===== config.mk =====
export PLATFORM = sky130hd
export DESIGN_NAME = gated_counter
export DESIGN_NICKNAME = d
export VERILOG_FILES = /design/src/rtl/gcnt_pkg.sv /design/src/rtl/gcnt_ctrl.sv /design/src/rtl/gcnt_datapath.sv /design/src/rtl/gated_counter.sv
export SDC_FILE = /design/constraint.sdc
export NUM_CORES = 1
export LEC_CHECK = 0
export BUFFER_PORTS_ARGS = -buffer_cell sky130_fd_sc_hd__clkbuf_2
export CAP_MARGIN = 20
export CORE_UTILIZATION = 30
export DETAILED_ROUTE_END_ITERATION = 10
export PLACE_DENSITY = 0.53
export SYNTH_ARGS = -nofsm -noshare
export SYNTH_HDL_FRONTEND = slang
export SYNTH_SLANG_ARGS = --single-unit

===== constraint.sdc =====
create_clock -name clk -period 4.2 [get_ports clk]
set_input_delay 0 -clock clk [delete_from_list [all_inputs] [get_ports clk]]
set_output_delay 0 -clock clk [all_outputs]
set_load 0.005 [all_outputs]

===== src/rtl/gcnt_pkg.sv =====
package gcnt_pkg;

  typedef enum logic [2:0] {
    LD_NONE  = 3'd0,
    LD_COUNT = 3'd1,
    LD_START = 3'd2,
    LD_CMP0  = 3'd3,
    LD_CMP1  = 3'd4,
    LD_LOW   = 3'd5,
    LD_HIGH  = 3'd6,
    LD_RSVD  = 3'd7
  } ldCode_e;

  // strobes from control to datapath, at most one of step/load/reinit high
  typedef struct packed {
    logic    step;
    logic    load;
    logic    reinit;
    ldCode_e code;
  } gcntStrobe_t;

endpackage


===== src/rtl/gcnt_ctrl.sv =====
module gcnt_ctrl
  import gcnt_pkg::*;
#(
  parameter int unsigned CNT_W = 8
) (
  input  logic             clk,
  input  logic             rst,
  input  logic             swGate,
  input  logic             hwGate,
  input  logic             evtIn,
  input  logic             cfgWrite,
  input  logic             ldReq,
  input  logic [2:0]       ldCode,
  input  logic [CNT_W-1:0] ldData,
  input  logic             ackErr,
  input  logic [CNT_W-1:0] curLow,
  input  logic [CNT_W-1:0] curHigh,
  input  logic [CNT_W-1:0] curStart,
  input  logic [CNT_W-1:0] curCmp0,
  input  logic [CNT_W-1:0] curCmp1,
  output gcntStrobe_t      st,
  output logic             gateOpen,
  output logic             ldAck,
  output logic             ldErr
);

  logic evtPrev;
  logic gateLock;
  logic evtRise;
  logic reqValid;
  logic paramOk;
  logic countOk;
  ldCode_e code;
  logic [CNT_W-1:0] candLow, candHigh, candStart, candCmp0, candCmp1;

  assign code     = ldCode_e'(ldCode);
  assign evtRise  = evtIn && !evtPrev;
  assign gateOpen = swGate && hwGate && !gateLock;

  // candidate settings as they would be after the request
  always_comb begin
    candLow   = curLow;
    candHigh  = curHigh;
    candStart = curStart;
    candCmp0  = curCmp0;
    candCmp1  = curCmp1;
    case (code)
      LD_START: candStart = ldData;
      LD_CMP0:  candCmp0  = ldData;
      LD_CMP1:  candCmp1  = ldData;
      LD_LOW:   candLow   = ldData;
      LD_HIGH:  candHigh  = ldData;
      default:  ;
    endcase
  end

  assign paramOk = (candLow <= candStart) && (candStart <= candHigh) &&
                   (candLow <= candCmp0) && (candCmp1 <= candHigh) &&
                   (candLow < candHigh) && (candCmp0 < candCmp1);
  assign countOk = (ldData >= curLow) && (ldData <= curHigh);

  always_comb begin
    case (code)
      LD_COUNT:                                    reqValid = countOk;
      LD_START, LD_CMP0, LD_CMP1, LD_LOW, LD_HIGH: reqValid = paramOk;
      default:                                     reqValid = 1'b0;
    endcase
  end

  always_comb begin
    st.reinit = cfgWrite;
    st.load   = !cfgWrite && ldReq && reqValid;
    st.step   = !cfgWrite && !ldReq && gateOpen && evtRise;
    st.code   = code;
  end

  always_ff @(posedge clk) begin
    if (rst) begin
      evtPrev  <= 1'b0;
      gateLock <= 1'b0;
      ldAck    <= 1'b0;
      ldErr    <= 1'b0;
    end else begin
      evtPrev <= evtIn;
      if (cfgWrite)     gateLock <= 1'b1;
      else if (!swGate) gateLock <= 1'b0;
      if (st.load) ldAck <= !ldAck;
      if (ackErr)  ldErr <= 1'b0;
      if (!cfgWrite && ldReq && !reqValid) ldErr <= 1'b1;
    end
  end

  AST_REJECT_LATCH: assert property (@(posedge clk) disable iff (rst)
    (ldReq && !cfgWrite && !reqValid) |=> (ldErr && $stable(ldAck)))
    else $error("refused request did not latch error");

  AST_RECONF_LOCK: assert property (@(posedge clk) disable iff (rst)
    cfgWrite |=> !gateOpen)
    else $error("gate open right after reconfiguration");

  AST_SINGLE_STROBE: assert property (@(posedge clk) disable iff (rst)
    $countones({st.step, st.load, st.reinit}) <= 1)
    else $error("more than one datapath strobe");

endmodule


===== src/rtl/gcnt_datapath.sv =====
module gcnt_datapath
  import gcnt_pkg::*;
#(
  parameter int unsigned CNT_W      = 8,
  parameter int unsigned LOW_INIT   = 10,
  parameter int unsigned HIGH_INIT  = 200,
  parameter int unsigned START_INIT = 50,
  parameter int unsigned CMP0_INIT  = 60,
  parameter int unsigned CMP1_INIT  = 120
) (
  input  logic             clk,
  input  logic             rst,
  input  gcntStrobe_t      st,
  input  logic             cfgDown,
  input  logic [CNT_W-1:0] ldData,
  input  logic             ackUflw,
  input  logic             ackOflw,
  input  logic             ackCmp0,
  input  logic             ackCmp1,
  output logic [CNT_W-1:0] count,
  output logic [CNT_W-1:0] lowLim,
  output logic [CNT_W-1:0] highLim,
  output logic [CNT_W-1:0] startVal,
  output logic [CNT_W-1:0] cmp0Val,
  output logic [CNT_W-1:0] cmp1Val,
  output logic             uflwFlag,
  output logic             oflwFlag,
  output logic             cmp0Flag,
  output logic             cmp1Flag,
  output logic             dqOut
);

  localparam logic [CNT_W-1:0] LowRst   = CNT_W'(LOW_INIT);
  localparam logic [CNT_W-1:0] HighRst  = CNT_W'(HIGH_INIT);
  localparam logic [CNT_W-1:0] StartRst = CNT_W'(START_INIT);
  localparam logic [CNT_W-1:0] Cmp0Rst  = CNT_W'(CMP0_INIT);
  localparam logic [CNT_W-1:0] Cmp1Rst  = CNT_W'(CMP1_INIT);

  logic             dirDown;
  logic             wrapUp;
  logic             wrapDown;
  logic [CNT_W-1:0] nextCount;

  assign wrapUp   = !dirDown && (count == highLim);
  assign wrapDown =  dirDown && (count == lowLim);

  always_comb begin
    if (wrapUp)       nextCount = lowLim;
    else if (wrapDown) nextCount = highLim;
    else if (dirDown) nextCount = count - 1'b1;
    else              nextCount = count + 1'b1;
  end

  assign dqOut = (count >= cmp0Val);

  always_ff @(posedge clk) begin
    if (rst) begin
      count    <= StartRst;
      lowLim   <= LowRst;
      highLim  <= HighRst;
      startVal <= StartRst;
      cmp0Val  <= Cmp0Rst;
      cmp1Val  <= Cmp1Rst;
      dirDown  <= 1'b0;
      uflwFlag <= 1'b0;
      oflwFlag <= 1'b0;
      cmp0Flag <= 1'b0;
      cmp1Flag <= 1'b0;
    end else begin
      if (ackUflw) uflwFlag <= 1'b0;
      if (ackOflw) oflwFlag <= 1'b0;
      if (ackCmp0) cmp0Flag <= 1'b0;
      if (ackCmp1) cmp1Flag <= 1'b0;
      if (st.reinit) begin
        count   <= startVal;
        dirDown <= cfgDown;
      end else if (st.load) begin
        case (st.code)
          LD_COUNT: count    <= ldData;
          LD_START: startVal <= ldData;
          LD_CMP0:  cmp0Val  <= ldData;
          LD_CMP1:  cmp1Val  <= ldData;
          LD_LOW: begin
            lowLim <= ldData;
            if ((count < ldData) || (count > highLim)) count <= startVal;
          end
          LD_HIGH: begin
            highLim <= ldData;
            if ((count < lowLim) || (count > ldData)) count <= startVal;
          end
          default: ;
        endcase
      end else if (st.step) begin
        count <= nextCount;
        if (wrapUp)               oflwFlag <= 1'b1;
        if (wrapDown)             uflwFlag <= 1'b1;
        if (nextCount == cmp0Val) cmp0Flag <= 1'b1;
        if (nextCount == cmp1Val) cmp1Flag <= 1'b1;
      end
    end
  end

  AST_HOLD_IDLE: assert property (@(posedge clk) disable iff (rst)
    (!st.step && !st.load && !st.reinit) |=> $stable(count))
    else $error("count moved without a strobe");

  AST_UP_WRAP: assert property (@(posedge clk) disable iff (rst)
    (st.step && !dirDown && count == highLim) |=> (count == $past(lowLim) && oflwFlag))
    else $error("up wrap wrong");

  AST_DOWN_WRAP: assert property (@(posedge clk) disable iff (rst)
    (st.step && dirDown && count == lowLim) |=> (count == $past(highLim) && uflwFlag))
    else $error("down wrap wrong");

  AST_COUNT_IN_RANGE: assert property (@(posedge clk) disable iff (rst)
    (count >= lowLim) && (count <= highLim))
    else $error("count outside limits");

  AST_SETTINGS_ORDER: assert property (@(posedge clk) disable iff (rst)
    (lowLim < highLim) && (cmp0Val < cmp1Val) && (lowLim <= startVal) && (startVal <= highLim))
    else $error("settings inconsistent");

  AST_REINIT_NO_CMP: assert property (@(posedge clk) disable iff (rst)
    st.reinit |=> (!$rose(cmp0Flag) && !$rose(cmp1Flag)))
    else $error("reconfiguration raised a comparison flag");

endmodule


===== src/rtl/gated_counter.sv =====
module gated_counter
  import gcnt_pkg::*;
#(
  parameter int unsigned CNT_W      = 8,
  parameter int unsigned LOW_INIT   = 10,
  parameter int unsigned HIGH_INIT  = 200,
  parameter int unsigned START_INIT = 50,
  parameter int unsigned CMP0_INIT  = 60,
  parameter int unsigned CMP1_INIT  = 120
) (
  input  logic             clk,
  input  logic             rst,
  input  logic             swGate,
  input  logic             hwGate,
  input  logic             evtIn,
  input  logic             cfgWrite,
  input  logic             cfgDown,
  input  logic             ldReq,
  input  logic [2:0]       ldCode,
  input  logic [CNT_W-1:0] ldData,
  input  logic             ackUflw,
  input  logic             ackOflw,
  input  logic             ackCmp0,
  input  logic             ackCmp1,
  input  logic             ackErr,
  output logic [CNT_W-1:0] count,
  output logic             gateSts,
  output logic             dqOut,
  output logic             uflwFlag,
  output logic             oflwFlag,
  output logic             cmp0Flag,
  output logic             cmp1Flag,
  output logic             ldAck,
  output logic             ldErr
);

  gcntStrobe_t      strobe;
  logic [CNT_W-1:0] lowLim, highLim, startVal, cmp0Val, cmp1Val;

  gcnt_ctrl #(.CNT_W(CNT_W)) ctrlInst (
    .clk      (clk),
    .rst      (rst),
    .swGate   (swGate),
    .hwGate   (hwGate),
    .evtIn    (evtIn),
    .cfgWrite (cfgWrite),
    .ldReq    (ldReq),
    .ldCode   (ldCode),
    .ldData   (ldData),
    .ackErr   (ackErr),
    .curLow   (lowLim),
    .curHigh  (highLim),
    .curStart (startVal),
    .curCmp0  (cmp0Val),
    .curCmp1  (cmp1Val),
    .st       (strobe),
    .gateOpen (gateSts),
    .ldAck    (ldAck),
    .ldErr    (ldErr)
  );

  gcnt_datapath #(
    .CNT_W(CNT_W), .LOW_INIT(LOW_INIT), .HIGH_INIT(HIGH_INIT),
    .START_INIT(START_INIT), .CMP0_INIT(CMP0_INIT), .CMP1_INIT(CMP1_INIT)
  ) dpInst (
    .clk      (clk),
    .rst      (rst),
    .st       (strobe),
    .cfgDown  (cfgDown),
    .ldData   (ldData),
    .ackUflw  (ackUflw),
    .ackOflw  (ackOflw),
    .ackCmp0  (ackCmp0),
    .ackCmp1  (ackCmp1),
    .count    (count),
    .lowLim   (lowLim),
    .highLim  (highLim),
    .startVal (startVal),
    .cmp0Val  (cmp0Val),
    .cmp1Val  (cmp1Val),
    .uflwFlag (uflwFlag),
    .oflwFlag (oflwFlag),
    .cmp0Flag (cmp0Flag),
    .cmp1Flag (cmp1Flag),
    .dqOut    (dqOut)
  );

endmodule


**Word-level counts from Yosys, hierarchy flattened**

Index checks and enable logic that the tools add are counted.

- Bits in registers: 57
- Input port bits: 24
- Output and inout bits: 16
- Logic and storage cells: 115

- Add/sub/neg operators: 2
- $lt $le $gt $ge: 13
- Eq/ne operators: 14
- Multiplexer cells: 39
- Bitwise logic cells: 1
- Reductions and logical operators: 31

Operators by type and width:

| kind | number |
|---|---|
| $mux 8 | 13 |
| $le 8x8->1 | 5 |
| $eq 8x8->1 | 4 |
| $lt 8x8->1 | 4 |
| $mux 1 | 24 |
| $pmux 8 s3 | 1 |
| $logic_and 1x1->1 | 17 |
| $ge 8x8->1 | 2 |
| $gt 8x8->1 | 2 |
| $eq 3x3->1 const B | 3 |
| $add 8x1->8 const B | 1 |
| $ne 4x3->1 const B | 2 |
| $sub 8x1->8 const B | 1 |
| $logic_not 1->1 | 7 |
| $eq 3x2->1 const B | 2 |
| $ne 5x5->1 const B | 1 |
| $reduce_or 5->1 | 1 |
| $reduce_and 4->1 | 1 |
| $eq 3x1->1 const B | 1 |
| $reduce_bool 3->1 | 1 |
| $logic_or 1x1->1 | 2 |
| $ne 2x1->1 const B | 1 |
| $pmux 1 s2 | 1 |
| $reduce_and 2->1 | 1 |
| 2 further kinds | 2 |

**Depth between registers and ports, before layout**

Gate-level depths: netlist (run 1).

- Depth in word-level cells: 12
- Mapped depth: 18
- Mapped depth without buffers: 14

**By module**

A second synthesis (run 1) with hierarchy kept.

- Cells, all modules: 785
- Area total of the unflattened synthesis: 6,173.4 um2

By module, submodules not included:

| module | times used | cells each | area an instance (um2) | sequential area each (um2) |
|---|---|---|---|---|
| gcnt_datapath | 1 | 435 | 3,607.2 | 1,061.0 |
| gcnt_ctrl | 1 | 350 | 2,566.2 | 80.1 |

**Worst setup path after synthesis (run 1)**

OpenSTA, ideal clock, no wires.

- Kind: input to register
- Start point: input port ldCode[1]
- End point: register dpInst.lowLim[1]
- Setup time: 0.141 ns
- Arrival: 3.082 ns
- Data required time: 4.059 ns
- Slack: 0.977 ns
- Stages: 17
- Buffers on the path: 4
- Cells stage by stage: clkbuf_1 inv_1 or2_2 clkbuf_1 clkbuf_1 o21ai_0 inv_1 ha_1 a21oi_1 nor2_1 a211oi_1 a21oi_1 nor3_2 a31oi_4 nor2_4 buf_2 o211ai_1

- Elaborated cells on any way between the ends: 26
- Those cells by class: order compare (6); eq/ne (6); mux (6); reduce/logical (8)

RTL lines:

| element | RTL line | text |
|---|---|---|
| start, declared | gated_counter.sv:19 | `input logic [2:0] ldCode,` |
| $eq 3x2->1 (*) | gcnt_ctrl.sv:47 | `case (code)` |
| $mux 8 (*) | n/a |  |
| named net ctrlInst.candCmp0[5] | gcnt_ctrl.sv:34 | `logic [CNT_W-1:0] candLow, candHigh, candStart, candCmp0, candCmp1;` |
| $le 8x8->1 | gcnt_ctrl.sv:58 | `(candLow <= candCmp0) && (candCmp1 <= candHigh) &&` |
| $logic_and 1x1->1 | gcnt_ctrl.sv:57 | `assign paramOk = (candLow <= candStart) && (candStart <= candHigh) &&` |
| $logic_and 1x1->1 (2 in series) | gcnt_ctrl.sv:58 |  |
| $logic_and 1x1->1 (*) | gcnt_ctrl.sv:59 | `(candLow < candHigh) && (candCmp0 < candCmp1);` |
| $pmux 1 s2 (*) | gcnt_ctrl.sv:63 | `case (code)` |
| $logic_and 1x1->1 (*) | gcnt_ctrl.sv:72 | `st.load = !cfgWrite && ldReq && reqValid;` |
| $reduce_and 2->1 (no source line) (*) | n/a |  |
| end signal, assigned | gcnt_datapath.sv:59 | `lowLim <= LowRst;` |
| end signal, assigned | gcnt_datapath.sv:84 | `lowLim <= ldData;` |
| end, declared | gcnt_datapath.sv:21 | `output logic [CNT_W-1:0] lowLim,` |

Mark *: on every way through the listed nets, which the timed path passes. The rest lies on a longest branch.
A chain may end at the register's enable or synchronous reset.

**Worst setup path in the final report (run 1)**

- Start point: register dpInst.highLim[5]
- End point: register dpInst.count[3]

- Word-level cells in the longest chain between the ends: 11
- Elaborated cells on any way between the ends: 26
- Those cells by class: order compare (5); eq/ne (4); mux (6); reduce/logical (11)

Ends and longest elaborated chain:

| element | RTL line | text |
|---|---|---|
| start, declared | gcnt_datapath.sv:22 | `output logic [CNT_W-1:0] highLim,` |
| start signal, assigned | gcnt_datapath.sv:60 | `highLim <= HighRst;` |
| start signal, assigned | gcnt_datapath.sv:88 | `highLim <= ldData;` |
| $mux 8 | n/a |  |
| $le 8x8->1 | gcnt_ctrl.sv:57 |  |
| $logic_and 1x1->1 (2 in series) | gcnt_ctrl.sv:57 |  |
| $logic_and 1x1->1 (2 in series) | gcnt_ctrl.sv:58 |  |
| $logic_and 1x1->1 | gcnt_ctrl.sv:59 |  |
| $pmux 1 s2 | gcnt_ctrl.sv:63 |  |
| $logic_and 1x1->1 | gcnt_ctrl.sv:72 |  |
| $ne 5x5->1 (no source line) (tied with other cells) | n/a |  |
| $reduce_and 4->1 (no source line) or $mux 8 (tied branches) | n/a |  |
| end signal, assigned | gcnt_datapath.sv:58 | `count <= StartRst;` |
| end signal, assigned | gcnt_datapath.sv:75 | `count <= startVal;` |
| end signal, assigned | gcnt_datapath.sv:79 | `LD_COUNT: count <= ldData;` |
| end, declared | gcnt_datapath.sv:20 | `output logic [CNT_W-1:0] count,` |

Several ways; a longest one is shown, not always the timed one. The select of a mux whose other input is x is not followed.

==> flow_summary.ini, run 1 <==
[synth]
synth_area_um2 = 5980
synth_ff_type = dfxtp_1
synthArstFlopShare_pct = 0
syn-mean-instance-area_um2 = 7.97
yosysTopAreaCell = ha_1
synth_most_common_cell = ha_1
synth_common_cells = 96 x ha_1, 65 x a21oi_1, 60 x inv_1
synth_seq_cells = 57
yosys-top-cells-area = ha_1 20%, dfxtp_1 19%, a21oi_1 5.4%, o21ai_0 4.6%, a211oi_1 3.8%
ys_types = 76
synth_top_area_share_pct = 20.1
yosysSeqAreaShare_pct = 19.1
synth_edf_count = 0
syn-num-nets = 872
ys_warn_count = 0
synth_cells = 751

[place]
dpl.hpwl_um = 18300
port-buffer-count = 39
gp_congestion = 0.911
placedCellCount = 1067

[finish]
drive_gt1_share_pct = 17.3
area_delta_synth_final_pct = 18.8
final_core_util_pct = 36.4
fill_cells = 2060
final_nets = 942
multi_input_area_um2 = 4470
seqCellArea_um2 = 1140
finalNonFillerCells = 1091
antennaDiodeCount = 0

[clocking]
postCtsSetupRepairBufs = 0
cts_resized = 0
post_cts_hold_buffer_count = 8
insertion_delay_ns = 0.36
cts_max_path_buffers = 2
cts_tree = built
htreeDepth = 3
clock-root-buffer = clkbuf_16
cts_buffers = 9
clock-sinks = 57
clk_pin_slew_ns = 0.06

[global_route]
grt_max_degree = 39
track_usage_pct = 23.7
antenna_found_initial = 0
grt_overflow = 0
grt_pass1_vias = 5739
grt_first_pass_wirelength_um = 35400

[pwr]
switching_share_pct = 45.6
ir_worst_vdd_mv = 0.244
seqPwrFrac_pct = 22.1
p_leak_nw = 3.12
p_clk_share_pct = 22.8
internal-power_mw = 1.95
switchingPower_mw = 1.64
power_frac_comb_pct = 55.1
power.density_nw_per_um2 = 505

[timing]
skew_ns = 0.00879
finalCriticalPeriod_ns = 3.72
finalHoldViolCount = 0
tns_ns = 0
finalMaxSlewViolations = 0
rsz0062_at_grt = false
fmax_mhz = 269
finalSetupViolations = 0
tightest_slew_ns = 0.818
max_slew_margin_pct = 45.2
period_share_pct = 88.6

[die]
core_um2 = 19500
initial_core_util_pct = 30.6
die_h_um = 143
die_x_um = 143
fp.dieArea_um2 = 20500
rows = 51
io_pins = 40

[critical_path]
timing.rr.start = dpInst.highLim[5]
cp.arrival_ns = 3.97
end_kind = register
critPathRequiredTime_ns = 4.45
path_max_fanout = 10
critPathLaunch = dpInst.highLim[5]
worstPathCellList = inv_1 > nor2_1 > a21oi_1 > ha_1 > and4_1 > nand2_1 > a311o_1 > nor4_1 > nor3_2 > a31oi_4 > buf_4 > o21ai_1 > a311oi_1
crit_path_max_incr_delay_ns = 0.48
start_kind = register
slowest_stage = dfxtp_1
critPathKind = register to register

[drt]
drt_first_pass_iters = 5
vias_per_cell = 5.63
via_count = 6137
wl_um = 23500
avgRoutedWirePerCell_um = 21.5
drc = 0
drt_iter0_markers = 459
ant_nets = 0

[hold_path]
hp-class = primary input to register
worstHoldStart = cfgWrite

[status]
status = finished, final reports clean

[flow_run]
max_cap_viol_count = 0
[final cells by class]
type,instances,share of cell area (%)
Clock buffer,9,3.17
Clock inverter,7,1.34
Inverter,61,3.22
Multi-Input combinational cell,599,62.8
Sequential cell,57,16.1
Tap cell,265,4.66
Timing Repair Buffer,93,8.73
[worst paths after layout]
kind | to | slack [ns] | cells past startpoint
setup / recovery | dpInst.count[3] | 0.48 | 13
hold / removal | ctrlInst.gateLock | 0.09 | 3
setup reg to reg | dpInst.count[3] | 0.48 | 13
hold reg to reg | dpInst.cmp0Flag | 0.47 | 2
[stage by stage]
step           power (mW)  area (um2)  setup slack (ns)  hold slack [ns]
2_1_floorplan        2.04        5980             0.977           0.0810
3_5_place_dp         2.73        6710             0.334            0.237
4_1_cts              3.56        7110             0.596           0.0795
6_report             3.59        7110             0.481           0.0890
3_3_place_gp         2.72        6710             0.401            0.237
5_1_grt              3.84        7110             0.277            0.124
[cells by family (layout without fill, tap and decap cells)]
group           after synthesis  after routing  synth area share, %
simple gates                192            192                 16.8
buf+inv                      95            170                 6.33
compound gates              263            263                 29.4
flops                        57             57                 19.1
fa+ha+maj                    98             98                 20.6
xor+xnor                     20             20                 2.93
mux                          26             26                 4.89
[layout by cell type, fill, tap and decap left out, types with 4 or more instances in the layout]
master	count
a211oi_2	4
or3_1	4
o311ai_1	4
nor2_1	35
clkbuf_2	39
xor2_1	12
inv_1	60
a21o_1	18
mux2i_1	7
a22oi_1	5
nand2_1	44
o21ai_0	55
xnor2_1	8
nand4_1	14
buf_4	46
dlygate4sd3_1	8
nand2b_1	5
o31ai_1	6
dfxtp_1	57
ha_1	96
a211oi_1	30
clkinvlp_4	4
nor3_1	25
mux2_2	16
clkbuf_16	9
o22ai_1	5
nand3_1	24
a31oi_1	6
o211ai_1	25
a21oi_1	65
nor2b_1	14
[power groups by stage]
stage	clock network [mW]	logic (mW)	registers [mW]
after detailed placement	0	1.93	0.798
after CTS	0.826	1.95	0.787
final	0.819	1.98	0.793
after floorplan	0	1.30	0.736
after global routing	0.851	2.19	0.803
after global placement	0	1.92	0.799
[per-layer routing]
| metal | GRT usage [%] | part of all wire [%] |
|---|---|---|
| met4 | 10.6 | 3.6 |
| met2 | 36.2 | 43 |
| met5 | 0 | 0 |
| met1 | 31.9 | 47 |
| met3 | 4.86 | 6.2 |
[worst max-delay path: cells and delay by family, from the launching register on]
kind                     cells  cell delay, ns
flip-flops                   1            0.48
AO/OA/AOI/OAI                5            1.26
buffers and inverters        2            0.42
adder cells (fa/ha/maj)      1            0.36
AND/OR/NAND/NOR              5            1.08
[sequential cells by signal, indices dropped and copies added (netlist names)]
signal             cells
dpInst.highLim         8
dpInst.cmp1Val         8
ctrlInst.ldErr         1
dpInst.lowLim          8
dpInst.uflwFlag        1
dpInst.cmp1Flag        1
dpInst.dirDown         1
ctrlInst.evtPrev       1
dpInst.oflwFlag        1
dpInst.count           8
dpInst.cmp0Val         8
ctrlInst.gateLock      1
ctrlInst.ldAck         1
dpInst.startVal        8
dpInst.cmp0Flag        1
Note: power is estimated with default switching activity, not from simulation.
==> run 2: changes to the inputs <==
==> constraint.sdc (replaced) <==
create_clock -name clk -period 4.2 [get_ports clk]
set_input_delay 0.63 -clock clk [delete_from_list [all_inputs] [get_ports clk]]
set_output_delay 0.63 -clock clk [all_outputs]
set_load 0.005 [all_outputs]
==> flow_summary.ini, run 2 (synthesis gave the netlist of run 1 again) <==
[place]
place_ws_ns = -0.0339
port-buffer-count = 39
gp_congestion = 0.940
dpl.hpwl_um = 18600

[finish]
mostFrequentLayoutCells = 96 x ha_1, 66 x buf_4, 65 x a21oi_1
area_delta_synth_final_pct = 21.4
fill_cells = 2069
mostFrequentLayoutCell = ha_1
antennaDiodeCount = 0
final_nets = 957
drive_gt1_share_pct = 19.7

[clocking]
cts_buffers = 9
cts_max_path_buffers = 2
clock-root-buffer = clkbuf_16
post_cts_hold_buffer_count = 0
clock-sinks = 57
postCtsSetupRepairBufs = 0
cts_tree = built
cts_resized = 0
clk_pin_slew_ns = 0.06
htreeDepth = 3
insertion_delay_ns = 0.35

[timing]
finalSetupViolations = 0
layout_setup_ws_ns = 0.243
finalCriticalPeriod_ns = 3.96
fmax_mhz = 253
max_slew_margin_pct = 57.6
hold_slack_ns = 0.459
skew_ns = 0.00642
rsz0062_at_grt = false
period_share_pct = 94.2
finalHoldViolCount = 0
finalMaxSlewViolations = 0
tightest_slew_ns = 0.620

[critical_path]
timing.rr.start = dpInst.highLim[5]
cp.arrival_ns = 4.18
reg2reg_depth = 14
critPathKind = primary input to register
end_kind = register
critPathLaunch = ldCode[1]
path_max_fanout = 9
endpoint = dpInst.count[0]
start_kind = primary input
r2r-end = dpInst.count[0]
critPathRequiredTime_ns = 4.43
rrSetupSlack_ns = 0.64

[global_route]
grt_pass1_vias = 5768
antenna_found_initial = 0
grt_overflow = 0
track_usage_pct = 23.4
grt_max_degree = 32
grt_first_pass_wirelength_um = 34800

[die]
die_x_um = 143
rows = 51
fp.dieArea_um2 = 20500
io_pins = 40
initial_core_util_pct = 30.6
core_um2 = 19500
die_h_um = 143

[drt]
wl_um = 23400
drt_iter0_markers = 442
ant_nets = 0
drc = 0
via_count = 6251
vias_per_cell = 5.65
avgRoutedWirePerCell_um = 21.1
drt_first_pass_iters = 6

[status]
status = finished, final reports clean

[pwr]
p_leak_nw = 3.23
ir_worst_vdd_mv = 0.238
power.density_nw_per_um2 = 513

[hold_path]
worstHoldStart = dpInst.cmp1Flag
hp-class = register to register

[flow_run]
max_cap_viol_count = 0
[run 2: cell types whose count changed in the layout (fill, tap and decap cells not counted)]
cell           delta
buf_12            +3
clkinv_2          +2
bufinv_16         +1
clkinvlp_4        -4
dlygate4sd3_1     -8
buf_4            +20
clkbuf_8          +1
[run 2: worst min-delay path by stage]
stage / endpoint / slack [ns] / depth (start not counted)
floorplan: dpInst.cmp0Flag / 0.45 / 2
global placement: dpInst.cmp0Flag / 0.45 / 2
detailed placement: dpInst.cmp1Flag / 0.45 / 2
CTS: dpInst.cmp1Flag / 0.46 / 2
global route: dpInst.cmp1Flag / 0.49 / 2
finish: dpInst.cmp1Flag / 0.46 / 2
[run 2: critical path: stages]
cell and delay [ns]:
clkbuf_2 0.15, buf_4 0.17, nor3b_1 0.18, buf_4 0.23, mux2_2 0.37, ha_1 0.29, a21o_1 0.18, a21o_1 0.16
a21oi_1 0.25, a22oi_1 0.16, a22oi_2 0.34, buf_4 0.20, a311o_1 0.39, a21oi_1 0.12, o311a_1 0.34
[run 2: cell type report]
| class | count | area [um2] | share of cell area, % |
|---|---|---|---|
| clock buffer | 10 | 239 | 3.29 |
| clock inverter | 6 | 105 | 1.45 |
| inverter | 61 | 229 | 3.15 |
| multi-input combinational | 599 | 4470 | 61.5 |
| sequential | 57 | 1140 | 15.7 |
| tap | 265 | 332 | 4.57 |
| timing repair buffer | 108 | 751 | 10.3 |
[run 2: routing by layer]
layer  up-vias  share of wire (%)  track usage (%)  routed length (um)
met5         -                  0                0                   0
met4         0                2.9             8.90                 687
met3        49                6.0             4.36                1400
met2       201                 45             37.8               10600
met1      3005                 46             30.7               10700
li1       2996                  -                -                   -
[run 2: per-stage QoR]
step	power [mW]	cell area (um2)	instances	util, %	setup TNS [ns]
6_report	3.72	7260	1106	37.2	0
5_1_grt	3.96	7260	1106	37.2	0
2_1_floorplan	2.04	5980	751	-	0
4_1_cts	3.70	7260	1106	37.2	0
3_3_place_gp	2.80	6920	1090	35.4	-0.0187
3_5_place_dp	2.81	6920	1090	35.4	-0.0339
[run 2: power breakdown]
| part | switching (mW) | total, mW | internal (mW) |
|---|---|---|---|
| sequential | 0.163 | 0.806 | 0.643 |
| combinational | 1.17 | 2.04 | 0.868 |
| clock | 0.286 | 0.878 | 0.592 |
